File: src/rtl/iso_cmd_pkg.sv
package iso_cmd_pkg;

    localparam int SLOT_W      = 16;
    localparam int FIELD_SYMS  = 10;
    localparam int FILL_SYMS   = 10;
    localparam int STAT_W      = 8;

    // Header fields in send order: page, then address, then command
    typedef struct packed {
        logic [2:0] page;
        logic [2:0] addr;
        logic [3:0] cmd;
    } frame_hdr_t;

    typedef enum logic [1:0] {
        SYM_RST  = 2'd0,
        SYM_ZERO = 2'd1,
        SYM_ONE  = 2'd2
    } sym_kind_t;

    // Logical value of the j-th symbol after the preamble
    function automatic logic sym_value(frame_hdr_t h, int j);
        logic [FIELD_SYMS-1:0] f;
        logic [FIELD_SYMS-1:0] f_sh;
        f = {h.page, h.addr, h.cmd};
        if (j >= FIELD_SYMS) return 1'b1;
        f_sh = f << j;
        return f_sh[FIELD_SYMS-1];
    endfunction

    function automatic sym_kind_t sym_kind(frame_hdr_t h, int s, int pre);
        if (s < pre) return SYM_RST;
        return sym_value(h, s - pre) ? SYM_ONE : SYM_ZERO;
    endfunction

endpackage

File: src/rtl/iso_tick_gen.sv
module iso_tick_gen #(
    parameter int DIV_HALF = 2
) (
    input  logic clk,
    input  logic rst,
    input  logic run,
    output logic line_clk,
    output logic sample_stb,
    output logic bit_end
);
    localparam int CW = (2 * DIV_HALF > 2) ? $clog2(2 * DIV_HALF) : 1;
    localparam logic [CW-1:0] MID  = CW'(DIV_HALF);
    localparam logic [CW-1:0] LAST = CW'(2 * DIV_HALF - 1);

    logic [CW-1:0] cnt_q;

    always_ff @(posedge clk) begin
        if (rst || !run)        cnt_q <= '0;
        else if (cnt_q == LAST) cnt_q <= '0;
        else                    cnt_q <= cnt_q + 1'b1;
    end

    assign line_clk   = run && (cnt_q >= MID);
    assign sample_stb = run && (cnt_q == MID);
    assign bit_end    = run && (cnt_q == LAST);
endmodule

File: src/rtl/iso_status_rx.sv
module iso_status_rx #(
    parameter int PRE_SYMS = 8,
    parameter int SYM_W    = 5
) (
    input  logic             clk,
    input  logic             rst,
    input  logic             clear,
    input  logic             line_in,
    input  logic             sample_stb,
    input  logic             bit_end,
    input  logic [3:0]       bit_idx,
    input  logic [SYM_W-1:0] sym_idx,
    output logic [7:0]       acc
);
    localparam int FIRST_SYM = PRE_SYMS + 11;
    localparam int LAST_SYM  = PRE_SYMS + 18;

    logic hit_q;
    logic win_pos, win_sym, hit_now;

    assign win_pos = (bit_idx >= 4'd4) && (bit_idx <= 4'd7);
    assign win_sym = (int'(sym_idx) >= FIRST_SYM) && (int'(sym_idx) <= LAST_SYM);
    assign hit_now = hit_q | (sample_stb & win_pos & line_in);

    always_ff @(posedge clk) begin
        if (rst || clear) begin
            hit_q <= 1'b0;
            acc   <= '0;
        end else if (bit_end && bit_idx == 4'd15) begin
            hit_q <= 1'b0;
            if (win_sym) acc <= {acc[6:0], hit_now};
        end else begin
            hit_q <= hit_now;
        end
    end
endmodule

File: src/rtl/iso_cmd_serializer.sv
module iso_cmd_serializer #(
    parameter int          PRE_SYMS = 8,
    parameter int          DIV_HALF = 2,
    parameter logic [15:0] PAT_RST  = 16'h0000,
    parameter logic [15:0] PAT_ONE  = 16'hFFF0,
    parameter logic [15:0] PAT_ZERO = 16'hF000,
    parameter logic [3:0]  CMD_POLL = 4'h1,
    parameter logic [3:0]  CMD_ON   = 4'h3,
    parameter logic [3:0]  CMD_OFF  = 4'h2,
    parameter logic [2:0]  PAGE_CMD = 3'h0
) (
    input  logic       clk,
    input  logic       rst,
    input  logic       start_i,
    input  logic [2:0] page_i,
    input  logic [3:0] cmd_i,
    input  logic [3:0] dev_addr_i,
    input  logic       line_in_i,
    output logic       line_clk_o,
    output logic       line_out_o,
    output logic       line_oe_o,
    output logic       busy_o,
    output logic       done_o,
    output logic [7:0] status_o,
    output logic       out_on_o
);
    import iso_cmd_pkg::*;

    localparam int NSYM  = PRE_SYMS + FIELD_SYMS + FILL_SYMS;
    localparam int SYM_W = $clog2(NSYM);

    function automatic logic [SLOT_W-1:0] pat_of(sym_kind_t k);
        case (k)
            SYM_RST:  return PAT_RST;
            SYM_ZERO: return PAT_ZERO;
            default:  return PAT_ONE;
        endcase
    endfunction

    logic              busy_q, done_q, on_q;
    logic [7:0]        status_q;
    frame_hdr_t        hdr_q, hdr_new;
    logic [SYM_W-1:0]  sym_q;
    logic [3:0]        bitn_q;
    logic [SLOT_W-1:0] shreg_q;

    logic accept, sym_end, frame_end, sample_stb, bit_end, line_clk;
    logic is_poll, is_on, is_off;
    logic [SLOT_W-1:0] first_pat, nxt_pat;
    logic [7:0] rx_acc;

    assign hdr_new   = '{page: page_i, addr: dev_addr_i[2:0], cmd: cmd_i};
    assign accept    = start_i && !busy_q && (dev_addr_i <= 4'd7);
    assign sym_end   = bit_end && (bitn_q == 4'd15);
    assign frame_end = sym_end && (sym_q == SYM_W'(NSYM - 1));
    assign first_pat = pat_of(sym_kind(hdr_new, 0, PRE_SYMS));
    assign nxt_pat   = pat_of(sym_kind(hdr_q, int'(sym_q) + 1, PRE_SYMS));
    assign is_poll   = (hdr_q.page == PAGE_CMD) && (hdr_q.cmd == CMD_POLL);
    assign is_on     = (hdr_q.page == PAGE_CMD) && (hdr_q.cmd == CMD_ON);
    assign is_off    = (hdr_q.page == PAGE_CMD) && (hdr_q.cmd == CMD_OFF);

    iso_tick_gen #(.DIV_HALF(DIV_HALF)) u_tick (
        .clk        (clk),
        .rst        (rst),
        .run        (busy_q),
        .line_clk   (line_clk),
        .sample_stb (sample_stb),
        .bit_end    (bit_end)
    );

    iso_status_rx #(.PRE_SYMS(PRE_SYMS), .SYM_W(SYM_W)) u_rx (
        .clk        (clk),
        .rst        (rst),
        .clear      (accept),
        .line_in    (line_in_i),
        .sample_stb (sample_stb),
        .bit_end    (bit_end),
        .bit_idx    (bitn_q),
        .sym_idx    (sym_q),
        .acc        (rx_acc)
    );

    always_ff @(posedge clk) begin
        if (rst) begin
            busy_q   <= 1'b0;
            done_q   <= 1'b0;
            on_q     <= 1'b0;
            status_q <= '0;
            hdr_q    <= '0;
            sym_q    <= '0;
            bitn_q   <= '0;
            shreg_q  <= '0;
        end else begin
            done_q <= 1'b0;
            if (accept) begin
                busy_q  <= 1'b1;
                hdr_q   <= hdr_new;
                sym_q   <= '0;
                bitn_q  <= '0;
                shreg_q <= first_pat;
            end else if (busy_q && bit_end) begin
                if (frame_end) begin
                    busy_q <= 1'b0;
                    done_q <= 1'b1;
                    if (is_poll) status_q <= rx_acc;
                    if (is_on)       on_q <= 1'b1;
                    else if (is_off) on_q <= 1'b0;
                end else if (sym_end) begin
                    bitn_q  <= '0;
                    sym_q   <= sym_q + 1'b1;
                    shreg_q <= nxt_pat;
                end else begin
                    bitn_q  <= bitn_q + 1'b1;
                    shreg_q <= {shreg_q[SLOT_W-2:0], 1'b0};
                end
            end
        end
    end

    assign line_clk_o = line_clk;
    assign line_out_o = busy_q & shreg_q[SLOT_W-1];
    assign line_oe_o  = busy_q;
    assign busy_o     = busy_q;
    assign done_o     = done_q;
    assign status_o   = status_q;
    assign out_on_o   = on_q;
endmodule

File: config.mk
export PLATFORM = sky130hd
export DESIGN_NAME = iso_cmd_serializer
export DESIGN_NICKNAME = d
export VERILOG_FILES = /design/src/rtl/iso_cmd_pkg.sv /design/src/rtl/iso_tick_gen.sv /design/src/rtl/iso_status_rx.sv /design/src/rtl/iso_cmd_serializer.sv
export SDC_FILE = /design/constraint.sdc
export NUM_CORES = 1
export LEC_CHECK = 0
export CAP_MARGIN = 40
export CORE_MARGIN = 5
export CORE_UTILIZATION = 35
export DETAILED_ROUTE_END_ITERATION = 10
export PLACE_DENSITY_LB_ADDON = 0.15
export SLEW_MARGIN = 20
export SYNTH_ARGS = -nofsm -noshare
export SYNTH_HDL_FRONTEND = slang
export SYNTH_SLANG_ARGS = --single-unit
File: constraint.sdc
create_clock -name clk -period 5.2 [get_ports clk]
set_clock_uncertainty 0.1 [all_clocks]
set_input_delay 1.04 -clock clk [delete_from_list [all_inputs] [get_ports clk]]
set_output_delay 1.04 -clock clk [all_outputs]
set_load 0.005 [all_outputs]
# Yosys cells after proc, flatten, opt, wreduce, memory -nomap -nowiden
# Cells that the tools add are included.
dict set report op_classes {
  n_bitwise 7
  muxes 18
  shifts 1
  eq_ne 8
  reduce_logical 31
  order_cmp 8
  add_sub_neg 5
}
# operator n
set ops {}
lappend ops {{16-bit case mux with 2 select lines} 1}
lappend ops {{10-bit by 32-bit << shifter with 10-bit output} 1}
lappend ops {{16-bit two-way mux} 1}
lappend ops {{1-bit logical AND} 13}
lappend ops {{1-bit two-way mux} 12}
lappend ops {{4-bit by 2-bit equality test with 1-bit output, second input constant} 2}
lappend ops {{4-bit by 3-bit <= comparator with 1-bit output, second input constant} 2}
lappend ops {{4-bit AND reduction} 2}
lappend ops {{7-bit by 5-bit >= comparator with 1-bit output, second input constant} 1}
lappend ops {{6-bit by 4-bit subtractor with 7-bit output, second input constant} 1}
lappend ops {{5-bit by 1-bit adder with 6-bit output, second input constant} 1}
lappend ops {{6-bit by 4-bit < comparator with 1-bit output, second input constant} 1}
lappend ops {{2-bit two-way mux} 3}
lappend ops {{2-bit AND reduction} 3}
lappend ops {{2-bit nonzero test} 3}
lappend ops {{2-bit OR reduction} 3}
lappend ops {{5-bit by 1-bit adder with 5-bit output, second input constant} 1}
lappend ops {{5-bit equality test, second input constant} 1}
lappend ops {{5-bit >= comparator, second input constant} 1}
lappend ops {{5-bit <= comparator, second input constant} 1}
lappend ops {{4-bit by 1-bit adder with 4-bit output, second input constant} 1}
lappend ops {{2-bit equality test, second input constant} 2}
lappend ops {{4-bit by 1-bit equality test with 1-bit output, second input constant} 1}
lappend ops {{4-bit equality test, second input constant} 1}
lappend ops {{14 further kinds} 19}
dict set report word_totals {
  regBits 57
  in_bits 15
}

# Logic depth before layout (Yosys ltp)
dict set report logic_depth {
  ltp_word 12
  ltp_mapped 10
  mapped_depth_nobuf 9
}

# Modules after synthesis
# Synthesis repeated with hierarchy kept, for this count alone.
dict set report hier_totals {
  cells_unflattened 269
  hier_area_um2 2407.3
}
# mod seq_area_each_um2 cells_per_inst instances area_per_inst_um2
set modules_own_cells {}
lappend modules_own_cells {iso_cmd_serializer 840.8 223 1 1929.4}
lappend modules_own_cells {iso_status_rx 180.2 36 1 360.3}
lappend modules_own_cells {iso_tick_gen 40.0 10 1 117.6}

# Worst setup path after synthesis
# Ideal clock, no wire load.
dict set report synth_timing {
  path_kind {flip-flop to flip-flop}
  startpoint {reg sym_q[0]}
  endpoint {reg shreg_q[11]}
  stages_incl_launch_ff 8
  setup_ps 122
  arrival_time_ps 2372
  setup_slack_ps 2606
  period_less_slack_ps 2594
  cell_sequence {dfxtp_1 > inv_1 > ha_1 > mux4_2 > mux2_2 > or4_4 > nand3_4 > a21oi_2}
}
dict set report synth_between {
  elab_chain_cells 12
  word_cells_on_any_way 20
}
# element line
set synth_rtl {}
lappend synth_rtl {{start: declaration} iso_cmd_serializer.sv:43} ;# logic [SYM_W-1:0] sym_q;
lappend synth_rtl {{start signal: assignment} iso_cmd_serializer.sv:110} ;# sym_q <= sym_q + 1'b1;
lappend synth_rtl {{5-bit by 1-bit adder with 6-bit output} iso_cmd_serializer.sv:57} ;# assign nxt_pat = pat_of(sym_kind(hdr_q, int'(sym_q) + 1, PRE_SYMS));
lappend synth_rtl {{6-bit by 4-bit subtractor with 7-bit output} iso_cmd_pkg.sv:33} ;# return sym_value(h, s - pre) ? SYM_ONE : SYM_ZERO;
lappend synth_rtl {{7-bit by 5-bit >= comparator with 1-bit output} iso_cmd_pkg.sv:26} ;# if (j >= FIELD_SYMS) return 1'b1;
lappend synth_rtl {{1-bit two-way mux} iso_cmd_pkg.sv:26}
lappend synth_rtl {{1-bit two-way mux} iso_cmd_pkg.sv:33}
lappend synth_rtl {{1-bit two-way mux} iso_cmd_pkg.sv:27} ;# f_sh = f << j;
lappend synth_rtl {{1-bit two-way mux} iso_cmd_pkg.sv:33}
lappend synth_rtl {{2-bit two-way mux (2 in a row)} iso_cmd_pkg.sv:33}
lappend synth_rtl {{2-bit by 1-bit equality test with 1-bit output / 2-bit zero test (equally long branches)} iso_cmd_serializer.sv:33} ;# case (k)
lappend synth_rtl {{16-bit case mux with 2 select lines} iso_cmd_serializer.sv:33}
lappend synth_rtl {{16-bit two-way mux} iso_cmd_serializer.sv:108} ;# end else if (sym_end) begin
lappend synth_rtl {{end signal: assignment} iso_cmd_serializer.sv:100} ;# shreg_q <= first_pat;
lappend synth_rtl {{end signal: assignment} iso_cmd_serializer.sv:111} ;# shreg_q <= nxt_pat;
lappend synth_rtl {{end signal: assignment} iso_cmd_serializer.sv:114} ;# shreg_q <= {shreg_q[SLOT_W-2:0], 1'b0};
lappend synth_rtl {{end: declaration} iso_cmd_serializer.sv:45} ;# logic [SLOT_W-1:0] shreg_q;
# Parallel ways exist; a longest one is shown, timed or not. The select of a mux whose other input is x is not followed.
# A chain may end at the register's enable or synchronous reset.

# Final worst setup path
dict set report layout_timing {
  startpoint {in start_i}
  endpoint {reg status_q[1] (netlist: status_o[1])}
}
dict set report layout_between {
  elab_chain_cells 4
}
# element line
set layout_rtl {}
lappend layout_rtl {{start: declaration} iso_cmd_serializer.sv:14} ;# input logic start_i,
lappend layout_rtl {{1-bit logical AND (2 in a row)} iso_cmd_serializer.sv:53} ;# assign accept = start_i && !busy_q && (dev_addr_i <= 4'd7);
lappend layout_rtl {{1-bit inverter (no line)} --}
lappend layout_rtl {{4-bit AND reduction (no line)} --}
lappend layout_rtl {{end signal: assignment} iso_cmd_serializer.sv:105} ;# if (is_poll) status_q <= rx_acc;
lappend layout_rtl {{end: declaration} iso_cmd_serializer.sv:41} ;# logic [7:0] status_q;
# Every way passes these cells.

==> key figures <==
Outcome
  – Status: complete, no violations

STA
  – Headroom to the max-slew limit: 60.8%
  – Hold Vio Cnt, Final: 0
  – Slew @ Worst Pin: 0.586 ns
  – RSZ-0062 raised after global routing: no
  – Final Max Slew Viols: 0
  – Setup ws final: 2.38 ns
  – Fmax: 355 MHz
  – Final Cycle Share: 54.2%
  – Min Tclk post-route: 2.82 ns
  – Setup violations, final: 0
  – Setup TNS: 0 ns

Synth
  – Syn nets: 296
  – Main area contributors after synthesis: dfxtp_1 (43%), mux2i_1 (7.3%), a21oi_1 (5.3%), nor2_1 (5.2%), ha_1 (5.1%)
  – Post-synth ARST share: 0%
  – Most frequent cell after synthesis: dfxtp_1
  – EDFF count, synth: 0
  – Yosys top cell area share: 43.2%
  – Synth Cell Area: 2450 sq um
  – Ys flop type: dfxtp_1
  – Yosys warning count: 0
  – Yosys reg bits: 53
  – Syn avg cell area: 9.05 sq um
  – Post-synthesis cell type count: 46
  – Post-synth top area cell: dfxtp_1
  – Synth Instances: 271
  – Synth cell count leaders: dfxtp_1 (53), nor2_1 (34), nand2_1 (32)
  – Seq/Total Area, Yosys: 43.2%

Setup path
  – Crit path cell chain: clkdlybuf4s50_1 -> nor3b_1 -> buf_4 -> nor3_1 -> nand4b_1 -> mux2i_1 -> nor2_1
  – Crit path max fanout: 13
  – Worst R2R Start: sym_q[0]$_SDFFE_PP0P_
  – CP required: 5.29 ns
  – Worst Reg-to-Reg Cells: 7
  – Slowest cell delay on critical path: 0.51 ns
  – Worst setup EP type: register
  – Crit path max-delay cell type: nand4b_1
  – WP buf/inv: 2
  – Reg2Reg Capture Point: shreg_q[11]$_SDFFE_PP0P_
  – CP delay by family, top: simple AND/OR/NAND/NOR gates
  – Reg-to-reg slack, setup: 2.40 ns
  – Kind of critical path: in2reg
  – Crit path DAT: 2.91 ns
  – Crit path launch type: primary input
  – Crit path depth: 7

Placement
  – Dpl hpwl: 3.43 mm
  – Routability cong.: 0.697
  – Placed Cells: 383
  – Number of port buffers: 28
  – Dpl ws: 1.95 ns

Finish
  – Diodes inserted: 0
  – Share of cells above drive strength 1: 10.1%
  – Final nets: 320
  – Fillcell total: 706
  – Area Overhead vs Synth: 19.0%
  – Final core occ: 43.0%
  – Post-route insts no fill: 392

Clocking
  – Post-CTS setup buffers: 0
  – CTS Buffer Depth: 2
  – Clock-pin slew on the worst setup and hold paths: 0.10 ns
  – CTS H-tree lvls: 2
  – Inserted Clock Buffers: 5
  – Clk root buf: clkbuf_8
  – Post_cts resized: 0
  – Sink Count: 53
  – CTS tree: yes
  – Hold_buf cts: 0
  – Latest clock arrival within the worst-skew pair: 0.30 ns

Route
  – Via count: 1845
  – Drt drc: 0
  – Initial drt markers: 68
  – Routed len/inst: 12.4 um
  – Routed vias/inst: 4.71
  – Post-route ant nets: 0
  – First-pass detailed-route iteration total: 4
  – Post-Route WL: 4.85 mm

Power and ir drop
  – Maximum vdd ir drop: 0.109 mV
  – Power Dens Cells: 250 nW/um^2
  – Total power: 731 uW
  – Lkg Pwr: 1.16 nW

Worst hold path
  – HP Class: reg2reg
  – HP Start: u_tick.cnt_q[0]$_SDFF_PP0_
  – Hold EP: u_tick.cnt_q[0]$_SDFF_PP0_
  – WHS Path Cells: 1

Floorplan
  – Die Width: 93.7 um
  – # rows: 30
  – Die height: 93.7 um
  – I/O Pins: 29
  – Core ar.: 6790 sq um
  – Initial core utilization: 36.1%
  – Die area: 8780 sq um

Job
  – Max_cap viols: 0

GRT
  – Largest net degree at the start of global routing: 24
  – Gr ovfl total: 0
  – Vias in the first global route: 1710
  – First-pass GRT wire length: 8.26 mm
  – All-layer global routing usage: 11.7%
  – Antenna violations before repair: 0
worst max path at each step:
stage                                     start                  endpoint  slack, ns
after floorplan           sym_q[0]$_SDFFE_PP0P_  shreg_q[11]$_SDFFE_PP0P_       2.61
after global placement                  start_i   shreg_q[4]$_SDFFE_PP0P_       1.98
after detailed placement                start_i   shreg_q[4]$_SDFFE_PP0P_       1.95
after CTS                               start_i   shreg_q[4]$_SDFFE_PP0P_       2.27
after global routing      sym_q[0]$_SDFFE_PP0P_  shreg_q[11]$_SDFFE_PP0P_       2.23
final                                   start_i  status_o[1]$_SDFFE_PP0P_       2.38
registers in the layout, indices dropped and copies added (netlist names):
register / flops
shreg_q: 12
u_rx.hit_q: 1
out_on_o: 1
done_o: 1
hdr_q: 10
sym_q: 5
bitn_q: 4
u_rx.acc: 8
status_o: 8
u_tick.cnt_q: 2
busy_o: 1
per-layer routing:
layer | track usage [%] | vias up | wire, um
li1 | - | 977 | -
met4 | 2.89 | 0 | 37
met1 | 16.4 | 834 | 2500
met2 | 17.4 | 29 | 2080
met5 | 0 | - | 0
met3 | 3.53 | 5 | 224
report_power, final:
part | switching (mW) | leakage, nW | internal (mW)
registers | 0.00483 | 0.428 | 0.410
logic | 0.0180 | 0.674 | 0.0197
clock network | 0.134 | 0.0543 | 0.144
total | 0.157 | 1.16 | 0.574
cell type report:
type | count | area, sq um | area share, %
Tap cell | 96 | 120 | 4.11
Multi-Input combinational cell | 197 | 1290 | 44.1
Sequential cell | 53 | 1060 | 36.3
Clock buffer | 5 | 68.8 | 2.36
Timing Repair Buffer | 32 | 314 | 10.8
Clock inverter | 3 | 46.3 | 1.59
Inverter | 6 | 22.5 | 0.772
per-stage QoR:
stage / instance area, sq um / hold slack, ns
3_3_place_gp: 2790 / 0.333
3_5_place_dp: 2790 / 0.341
4_1_cts: 2910 / 0.357
5_1_grt: 2920 / 0.386
2_1_floorplan: 2450 / 0.317
6_report: 2920 / 0.354
logic make-up after synthesis:
family / Yosys count / share of synthesized area, %
xor gates and xnor gates: 9 / 3.21
DFF: 53 / 43.2
adders and majority gates: 10 / 5.10
and+or+nand+nor: 104 / 20.9
muxes: 22 / 10.1
AOI/OAI and AO/OA: 52 / 13.1
buffers and inverters: 21 / 4.33
cells in the final DEF, fill, tap and decap left out, types with 2 or more instances in the layout:
cell,n
clkbuf_8,5
mux2i_1,18
a21oi_1,26
nor2_1,34
a21oi_2,7
mux4_2,2
buf_4,3
ha_1,10
nor3_1,6
or4_1,2
o21ai_0,8
nand2_1,32
clkdlybuf4s50_1,28
dfxtp_1,53
o211ai_1,5
inv_1,5
nand2b_1,2
nand4b_1,2
nand3_1,4
or3b_1,2
nor2b_1,2
xor2_1,3
nand4_1,6
xnor2_1,6
(Power assumes the default switching activity.)
